`src/rtl/sxe_pkg.sv`:
```
package sxe_pkg;
  localparam int IW_W  = 16;  // instruction word
  localparam int SP_W  = 12;  // stack pointer
  localparam int AW    = 14;  // data address
  localparam int OFF_W = 7;   // stack-relative offset
  localparam int KW    = 6;   // add/sub literal
  localparam int PW    = 8;   // push literal
  localparam int HI_W  = AW - SP_W;
  localparam logic [3:0] CONT_NIB = 4'hF;

  typedef enum logic [2:0] {
    OP_NONE, OP_ADDR, OP_SUBR, OP_PUSH, OP_MVSA, OP_MVSS, OP_MVLG
  } xop_e;

  typedef enum logic [2:0] {
    ST_IDLE, ST_RETNOP, ST_OPND2, ST_OPND3, ST_RDWAIT, ST_WRITE
  } xst_e;

  typedef struct packed {
    xop_e             op;
    logic [PW-1:0]    lit;
    logic [OFF_W-1:0] soff;
  } xdec_t;
endpackage

```
`src/rtl/sxe_decode.sv`:
```
module sxe_decode
  import sxe_pkg::*;
(
  input  logic            en,
  input  logic [IW_W-1:0] word,
  output xdec_t           dec
);
  always_comb begin
    dec.op   = OP_NONE;
    dec.lit  = word[PW-1:0];
    dec.soff = word[OFF_W-1:0];
    if (en) begin
      if (word[15:6] == 10'b1110_1000_11)      dec.op = OP_ADDR;
      else if (word[15:6] == 10'b1110_1001_11) dec.op = OP_SUBR;
      else if (word[15:8] == 8'b1110_1010)     dec.op = OP_PUSH;
      else if (word[15:7] == 9'b1110_1011_0)   dec.op = OP_MVSA;
      else if (word[15:7] == 9'b1110_1011_1)   dec.op = OP_MVSS;
      else if (word == 16'h0002)               dec.op = OP_MVLG;
    end
  end
endmodule

```
`src/rtl/sxe_agu.sv`:
```
module sxe_agu #(
  parameter int SP_W  = 12,
  parameter int OFF_W = 7,
  parameter int AW    = 14
) (
  input  logic [SP_W-1:0]  sp,
  input  logic [OFF_W-1:0] off,
  output logic [AW-1:0]    addr
);
  localparam int PAD = AW - SP_W;
  logic [SP_W-1:0] sum;
  assign sum  = sp + SP_W'(off);
  assign addr = {{PAD{1'b0}}, sum};
endmodule

```
`src/rtl/sxe_sp.sv`:
```
module sxe_sp #(
  parameter int              SP_W     = 12,
  parameter int              KW       = 6,
  parameter logic [SP_W-1:0] SP_RESET = '0
) (
  input  logic            clk,
  input  logic            rst,
  input  logic            add_en,
  input  logic            sub_en,
  input  logic            dec_en,
  input  logic [KW-1:0]   lit,
  output logic [SP_W-1:0] sp
);
  always_ff @(posedge clk) begin
    if (rst)         sp <= SP_RESET;
    else if (add_en) sp <= sp + SP_W'(lit);
    else if (sub_en) sp <= sp - SP_W'(lit);
    else if (dec_en) sp <= sp - SP_W'(1);
  end

  // the controller never requests two pointer updates at once
  a_r2_single_sp_update: assert property (@(posedge clk) disable iff (rst)
    $onehot0({add_en, sub_en, dec_en}));
endmodule

```
`src/rtl/sxe_exec.sv`:
```
module sxe_exec
  import sxe_pkg::*;
#(
  parameter int              DW       = 8,
  parameter logic [SP_W-1:0] SP_RESET = '0
) (
  input  logic            clk,
  input  logic            rst,
  input  logic            ext_en_i,
  input  logic            iw_valid_i,
  input  logic [IW_W-1:0] iw_data_i,
  output logic            stall_o,
  output logic [SP_W-1:0] sp_o,
  output logic            ret_o,
  output logic [AW-1:0]   dm_addr_o,
  output logic            dm_re_o,
  output logic            dm_we_o,
  output logic [DW-1:0]   dm_wdata_o,
  input  logic [DW-1:0]   dm_rdata_i
);
  xst_e st_q, st_n;
  xop_e op_q, op_n;
  logic [OFF_W-1:0] soff_q, soff_n;
  logic [AW-1:0]    dst_q, dst_n;
  logic [AW-1:0]    addr_n;
  logic [DW-1:0]    wdata_n;
  logic             we_n, re_n, ret_n, stall_n;
  logic             add_en, sub_en, dec_en;
  logic             acc, cont_ok;
  logic [AW-1:0]    src_addr, rel_dst, push_addr;
  xdec_t            dec;

  assign acc       = iw_valid_i && !stall_o;
  assign cont_ok   = (iw_data_i[IW_W-1:IW_W-4] == CONT_NIB);
  assign push_addr = {{HI_W{1'b0}}, sp_o};

  sxe_decode u_dec (.en(ext_en_i), .word(iw_data_i), .dec(dec));

  sxe_agu #(.SP_W(SP_W), .OFF_W(OFF_W), .AW(AW)) u_agu_src (
    .sp(sp_o), .off(soff_q), .addr(src_addr));

  sxe_agu #(.SP_W(SP_W), .OFF_W(OFF_W), .AW(AW)) u_agu_dst (
    .sp(sp_o), .off(iw_data_i[OFF_W-1:0]), .addr(rel_dst));

  sxe_sp #(.SP_W(SP_W), .KW(KW), .SP_RESET(SP_RESET)) u_sp (
    .clk(clk), .rst(rst), .add_en(add_en), .sub_en(sub_en),
    .dec_en(dec_en), .lit(dec.lit[KW-1:0]), .sp(sp_o));

  always_comb begin
    st_n    = st_q;
    op_n    = op_q;
    soff_n  = soff_q;
    dst_n   = dst_q;
    addr_n  = dm_addr_o;
    wdata_n = dm_wdata_o;
    we_n    = 1'b0;
    re_n    = 1'b0;
    ret_n   = 1'b0;
    add_en  = 1'b0;
    sub_en  = 1'b0;
    dec_en  = 1'b0;
    case (st_q)
      ST_IDLE: if (acc) begin
        case (dec.op)
          OP_ADDR: begin add_en = 1'b1; ret_n = 1'b1; st_n = ST_RETNOP; end
          OP_SUBR: begin sub_en = 1'b1; ret_n = 1'b1; st_n = ST_RETNOP; end
          OP_PUSH: begin
            dec_en  = 1'b1;
            we_n    = 1'b1;
            addr_n  = push_addr;
            wdata_n = DW'(dec.lit);
          end
          OP_MVSA, OP_MVSS: begin
            op_n = dec.op; soff_n = dec.soff; st_n = ST_OPND2;
          end
          OP_MVLG: begin op_n = dec.op; st_n = ST_OPND2; end
          default: ;
        endcase
      end
      ST_RETNOP: st_n = ST_IDLE;
      ST_OPND2: if (acc) begin
        if (!cont_ok) st_n = ST_IDLE;
        else begin
          case (op_q)
            OP_MVSA: begin
              dst_n = {{HI_W{1'b0}}, iw_data_i[SP_W-1:0]};
              re_n = 1'b1; addr_n = src_addr; st_n = ST_RDWAIT;
            end
            OP_MVSS: begin
              dst_n = rel_dst;
              re_n = 1'b1; addr_n = src_addr; st_n = ST_RDWAIT;
            end
            default: begin
              soff_n = iw_data_i[OFF_W+1:2];
              dst_n  = {iw_data_i[HI_W-1:0], {SP_W{1'b0}}};
              st_n   = ST_OPND3;
            end
          endcase
        end
      end
      ST_OPND3: if (acc) begin
        if (!cont_ok) st_n = ST_IDLE;
        else begin
          dst_n = {dst_q[AW-1:SP_W], iw_data_i[SP_W-1:0]};
          re_n = 1'b1; addr_n = src_addr; st_n = ST_RDWAIT;
        end
      end
      ST_RDWAIT: st_n = ST_WRITE;
      ST_WRITE: begin
        we_n = 1'b1; addr_n = dst_q; wdata_n = dm_rdata_i; st_n = ST_IDLE;
      end
      default: st_n = ST_IDLE;
    endcase
    stall_n = (st_n == ST_RETNOP) || (st_n == ST_RDWAIT) || (st_n == ST_WRITE);
  end

  always_ff @(posedge clk) begin
    if (rst) begin
      st_q       <= ST_IDLE;
      op_q       <= OP_NONE;
      soff_q     <= '0;
      dst_q      <= '0;
      dm_addr_o  <= '0;
      dm_wdata_o <= '0;
      dm_we_o    <= 1'b0;
      dm_re_o    <= 1'b0;
      ret_o      <= 1'b0;
      stall_o    <= 1'b0;
    end else begin
      st_q       <= st_n;
      op_q       <= op_n;
      soff_q     <= soff_n;
      dst_q      <= dst_n;
      dm_addr_o  <= addr_n;
      dm_wdata_o <= wdata_n;
      dm_we_o    <= we_n;
      dm_re_o    <= re_n;
      ret_o      <= ret_n;
      stall_o    <= stall_n;
    end
  end

  // the return strobe lasts a single cycle
  a_r2_ret_single: assert property (@(posedge clk) disable iff (rst)
    ret_o |=> !ret_o);
  // fetch is held while the return strobe is out
  a_r2_ret_stalls: assert property (@(posedge clk) disable iff (rst)
    ret_o |-> stall_o);
  // the add/sub forms stall for exactly one cycle
  a_r3_stall_ends: assert property (@(posedge clk) disable iff (rst)
    ret_o |=> !stall_o);
  // a move read is followed by a stalled write cycle
  a_r5_read_then_busy: assert property (@(posedge clk) disable iff (rst)
    dm_re_o |=> stall_o);
  // reads and writes never overlap
  a_r5_no_rw_overlap: assert property (@(posedge clk) disable iff (rst)
    !(dm_we_o && dm_re_o));
  // with the group disabled, an idle executor stays quiet
  a_r9_gated: assert property (@(posedge clk) disable iff (rst)
    (!ext_en_i && st_q == ST_IDLE) |=> (!dm_we_o && !ret_o && !stall_o));
endmodule

```
`config.mk`:
```
export PLATFORM = sky130hd
export DESIGN_NAME = sxe_exec
export DESIGN_NICKNAME = d
export VERILOG_FILES = /design/src/rtl/sxe_pkg.sv /design/src/rtl/sxe_decode.sv /design/src/rtl/sxe_agu.sv /design/src/rtl/sxe_sp.sv /design/src/rtl/sxe_exec.sv
export SDC_FILE = /design/constraint.sdc
export NUM_CORES = 1
export LEC_CHECK = 0
export ABC_AREA = 0
export BUFFER_PORTS_ARGS = -buffer_cell sky130_fd_sc_hd__buf_4
export CAP_MARGIN = 25
export CORE_MARGIN = 5
export CORE_UTILIZATION = 41
export CTS_CLUSTER_DIAMETER = 100
export DETAILED_ROUTE_END_ITERATION = 12
export GPL_TIMING_DRIVEN = 0
export SLEW_MARGIN = 10
export SYNTH_ARGS = -nofsm -noshare
export SYNTH_HDL_FRONTEND = slang
export SYNTH_HIERARCHICAL = 1
export SYNTH_SLANG_ARGS = --single-unit
export TNS_END_PERCENT = 10
```
`constraint.sdc`:
```
create_clock -name clk -period 4.35 [get_ports clk]
set_clock_uncertainty 0.2 [all_clocks]
set_input_delay 0.2175 -clock clk [delete_from_list [all_inputs] [get_ports clk]]
set_output_delay 0.2175 -clock clk [all_outputs]
set_load 0.01 [all_outputs]
```
==> results.md <==
- Post-synth EDFFs: 0
- Final worst slack: 0.213 ns
- Kind of critical path: reg2reg
- TritonCTS buffer count: 9
- Mux cell area share after synthesis: 6.09%
- Post-synth cell types: 77
- Max-slew headroom: 32.6%
- Maximum vdd drop: 150 uV
- Proportion of layout cells with a drive suffix above 1: 22.3%
- Routed Antenna Nets: 0
- Synth Area in XOR/XNOR: 4.02%
- Die area: 14500 um^2
- Vias in the first global route: 4650
- WL final: 14.8 mm
- Die Wd: 121 um
- Fmax: 242 MHz
- Worst hold path class: in2reg
- Area Overhead vs Synth: 21.8%
- Avg Inst Size Synth: 8.31 um^2
- Ports: 66
- Max incr delay on CP: 0.56 ns
- FP Rows: 40
- Dominant cells by area after synthesis: dfxtp_1 (26%), ha_1 (6.5%), a21oi_1 (4.8%), nand2_1 (4.5%), a22oi_1 (4.0%)
- Vias/cell: 5.80
- DR pass1 iterations: 5
- R2r setup slk: 0.21 ns
- Critical path, cell by cell: or4b_4, or3_4, nor3b_4, buf_6, nand2_1, ha_1, a211o_1, o21ai_0, ha_1, nor2b_4, o21ai_2, a211oi_2, o31a_1, o31a_1, nor2_1
- Crit-path max FO: 10
- Via count: 4880
- Hold_ws: 0.0315 ns
- Global-route wire length before repair: 23.8 mm
- Clock Latency Late Sink: 0.34 ns
- Maxcap violations: 0
- Crit path max-delay family: simple AND/OR/NAND/NOR gates
- Post-synthesis compound-gate area fraction: 24.2%
- # H-tree levels: 3
- Grt total ovfl: 0
- Worst Path Buf+Inv: 1
- Setup Viol. Count Final: 0
- Port Buffers: 65
- Worst Setup End Kind: flip-flop
- # clock sinks: 65
- Initial drt markers: 355
- Worst slew pin tran: 1.01 ns
- Synth area leader: dfxtp_1
- Largest family of logic cells by synthesized area: simple AND/OR/NAND/NOR gates
- Leak pwr: 2.56 nW
- Total global routing track utilization: 20.5%
- Share of the synthesized area in the top cell type: 26.0%
- Adder-cell share of the synthesized area: 7.69%
- Outcome: finished clean
- Root buf cell: clkbuf_16
- Initial core utilization: 41.7%
- Commonest cells after routing, fill and taps aside: buf_4 (84), dfxtp_1 (65), nand2_1 (60)
- Residual DRC: 0
- Largest net degree at the start of global routing: 13
- FFs w/ async S/R, synth: 0%
- Die Ht: 121 um
- Final nets: 746
- Top_reg_cell synth: dfxtp_1
- Seq/Total Area, Yosys: 26.0%
- Most common cell after layout, fill and taps aside: buf_4
- Simple-Gate Fraction of Synth Area: 24.5%
- Dpl ws: -0.134 ns
- CTS tree: yes
- RePlAce Congestion: 0.951
- DP HPWL: 11.4 mm
- Post-Syn Instances: 603
- Core area: 12000 um^2
- Fin crit share: 95.1%
- PnR Total Power: 1.47 mW
- Antenna Cells: 0
- Minimum clock period after layout: 4.14 ns
- Yosys warning total: 6
- RSZ-0062 raised after global routing: false
- Reg clk slew, reported paths: 0.06 ns
- CTS Buffer Depth: 2
- Crit-path slowest cell: or4b_4
- #FFs+latches synth: 65
- Worst path required time: 4.42 ns
- Crit start category: flip-flop
- Hold Vio Cnt, Final: 0
- Fin. max-slew vios: 0
- PD cells: 241 nW/um^2
- Worst path arrival time: 4.21 ns
- Synth Cell Area: 5010 um^2
- Initial antenna violation count: 0
- WL per Instance: 17.6 um
-- final timing paths --
kind / startpoint / end / cells past startpoint
setup / recovery: st_q[2]$_SDFF_PP0_ / u_sp/sp[10]$_SDFFE_PP0P_ / 15
setup reg to reg: st_q[2]$_SDFF_PP0_ / u_sp/sp[10]$_SDFFE_PP0P_ / 15
hold / removal: rst / u_sp/sp[6]$_SDFFE_PP0P_ / 3
hold reg to reg: op_q[2]$_SDFFE_PP0P_ / op_q[2]$_SDFFE_PP0P_ / 2
-- registers in the layout, summed over array words and instances, names as in the netlist --
| name | flops |
|---|---|
| dm_addr_o | 14 |
| dst_q | 14 |
| u_sp/sp | 12 |
| dm_wdata_o | 8 |
| soff_q | 7 |
| op_q | 3 |
| st_q | 3 |
| dm_re_o | 1 |
| dm_we_o | 1 |
| ret_o | 1 |
| stall_o | 1 |
-- layer usage --
metal | vias to the layer above | part of all wire [%] | global-route usage, %
met3 | 27 | 6.0 | 3.84
met1 | 2327 | 48 | 28.7
met4 | 0 | 1.9 | 6.80
met2 | 167 | 44 | 31.7
met5 | - | 0 | 0
li1 | 2359 | - | -
-- cells in the mapped netlist (all sizes together), types with 15 or more instances --
cell / n
buf: 35
dfxtp: 65
nor2b: 29
xnor2: 15
a211oi: 23
clkbuf: 18
mux2: 23
ha: 26
a21oi: 51
inv: 17
a22oi: 27
nand2: 60
nand3: 23
nor2: 49
-- worst register-to-register path, cell delays in order, from the launching register on --
cell,delay [ns]
dfxtp_1,0.35
or4b_4,0.56
or3_4,0.39
nor3b_4,0.26
buf_6,0.18
nand2_1,0.06
ha_1,0.27
a211o_1,0.29
o21ai_0,0.14
ha_1,0.34
nor2b_4,0.15
o21ai_2,0.19
a211oi_2,0.11
o31a_1,0.30
o31a_1,0.23
nor2_1,0.07
-- area by class of cell --
| type | count | area (um^2) |
|---|---|---|
| flip-flops and latches | 65 | 1300 |
| clock inverters | 4 | 51.3 |
| repair buffers | 73 | 568 |
| fillers | 1178 | 5910 |
| multi-input cells | 470 | 3370 |
| well taps | 147 | 184 |
| plain buffers | 53 | 313 |
| clock buffers | 12 | 256 |
| inverters | 17 | 63.8 |
-- timing repair --
item | 4_1_cts | 5_1_grt
gates resized for setup | 2 | 5
endpoints found under the setup margin | 4 | 5
hold buffers | 8 | 0
endpoints found under the hold margin | 8 | 0
pin swaps | 0 | 1
setup buffers | 0 | 0
-- power breakdown --
part / leakage (nW) / total (mW) / internal, mW / switching, mW
Sequential: 0.523 / 0.598 / 0.596 / 0.00164
Combinational: 1.89 / 0.120 / 0.0528 / 0.0674
Clock: 0.149 / 0.752 / 0.475 / 0.277
-- cell families (layout without fill, tap and decap cells) --
| logic type | after synthesis | after routing |
|---|---|---|
| buf+inv | 70 | 159 |
| compound gates | 165 | 165 |
| flops | 65 | 65 |
| simple gates | 224 | 224 |
| other cells | 2 | 4 |
| mux | 25 | 25 |
| xor+xnor | 23 | 23 |
| fa+ha+maj | 29 | 29 |
-- stage by stage --
stage	setup TNS (ns)	utilization [%]	instance area (um^2)	std cells
2_1_floorplan	0	-	5020	605
3_3_place_gp	-0.239	47.4	5690	817
3_5_place_dp	-0.490	47.4	5690	817
4_1_cts	0	50.7	6090	841
5_1_grt	0	50.8	6100	841
6_report	0	50.8	6100	841
No activity file was read; power rests on OpenSTA's default activity.
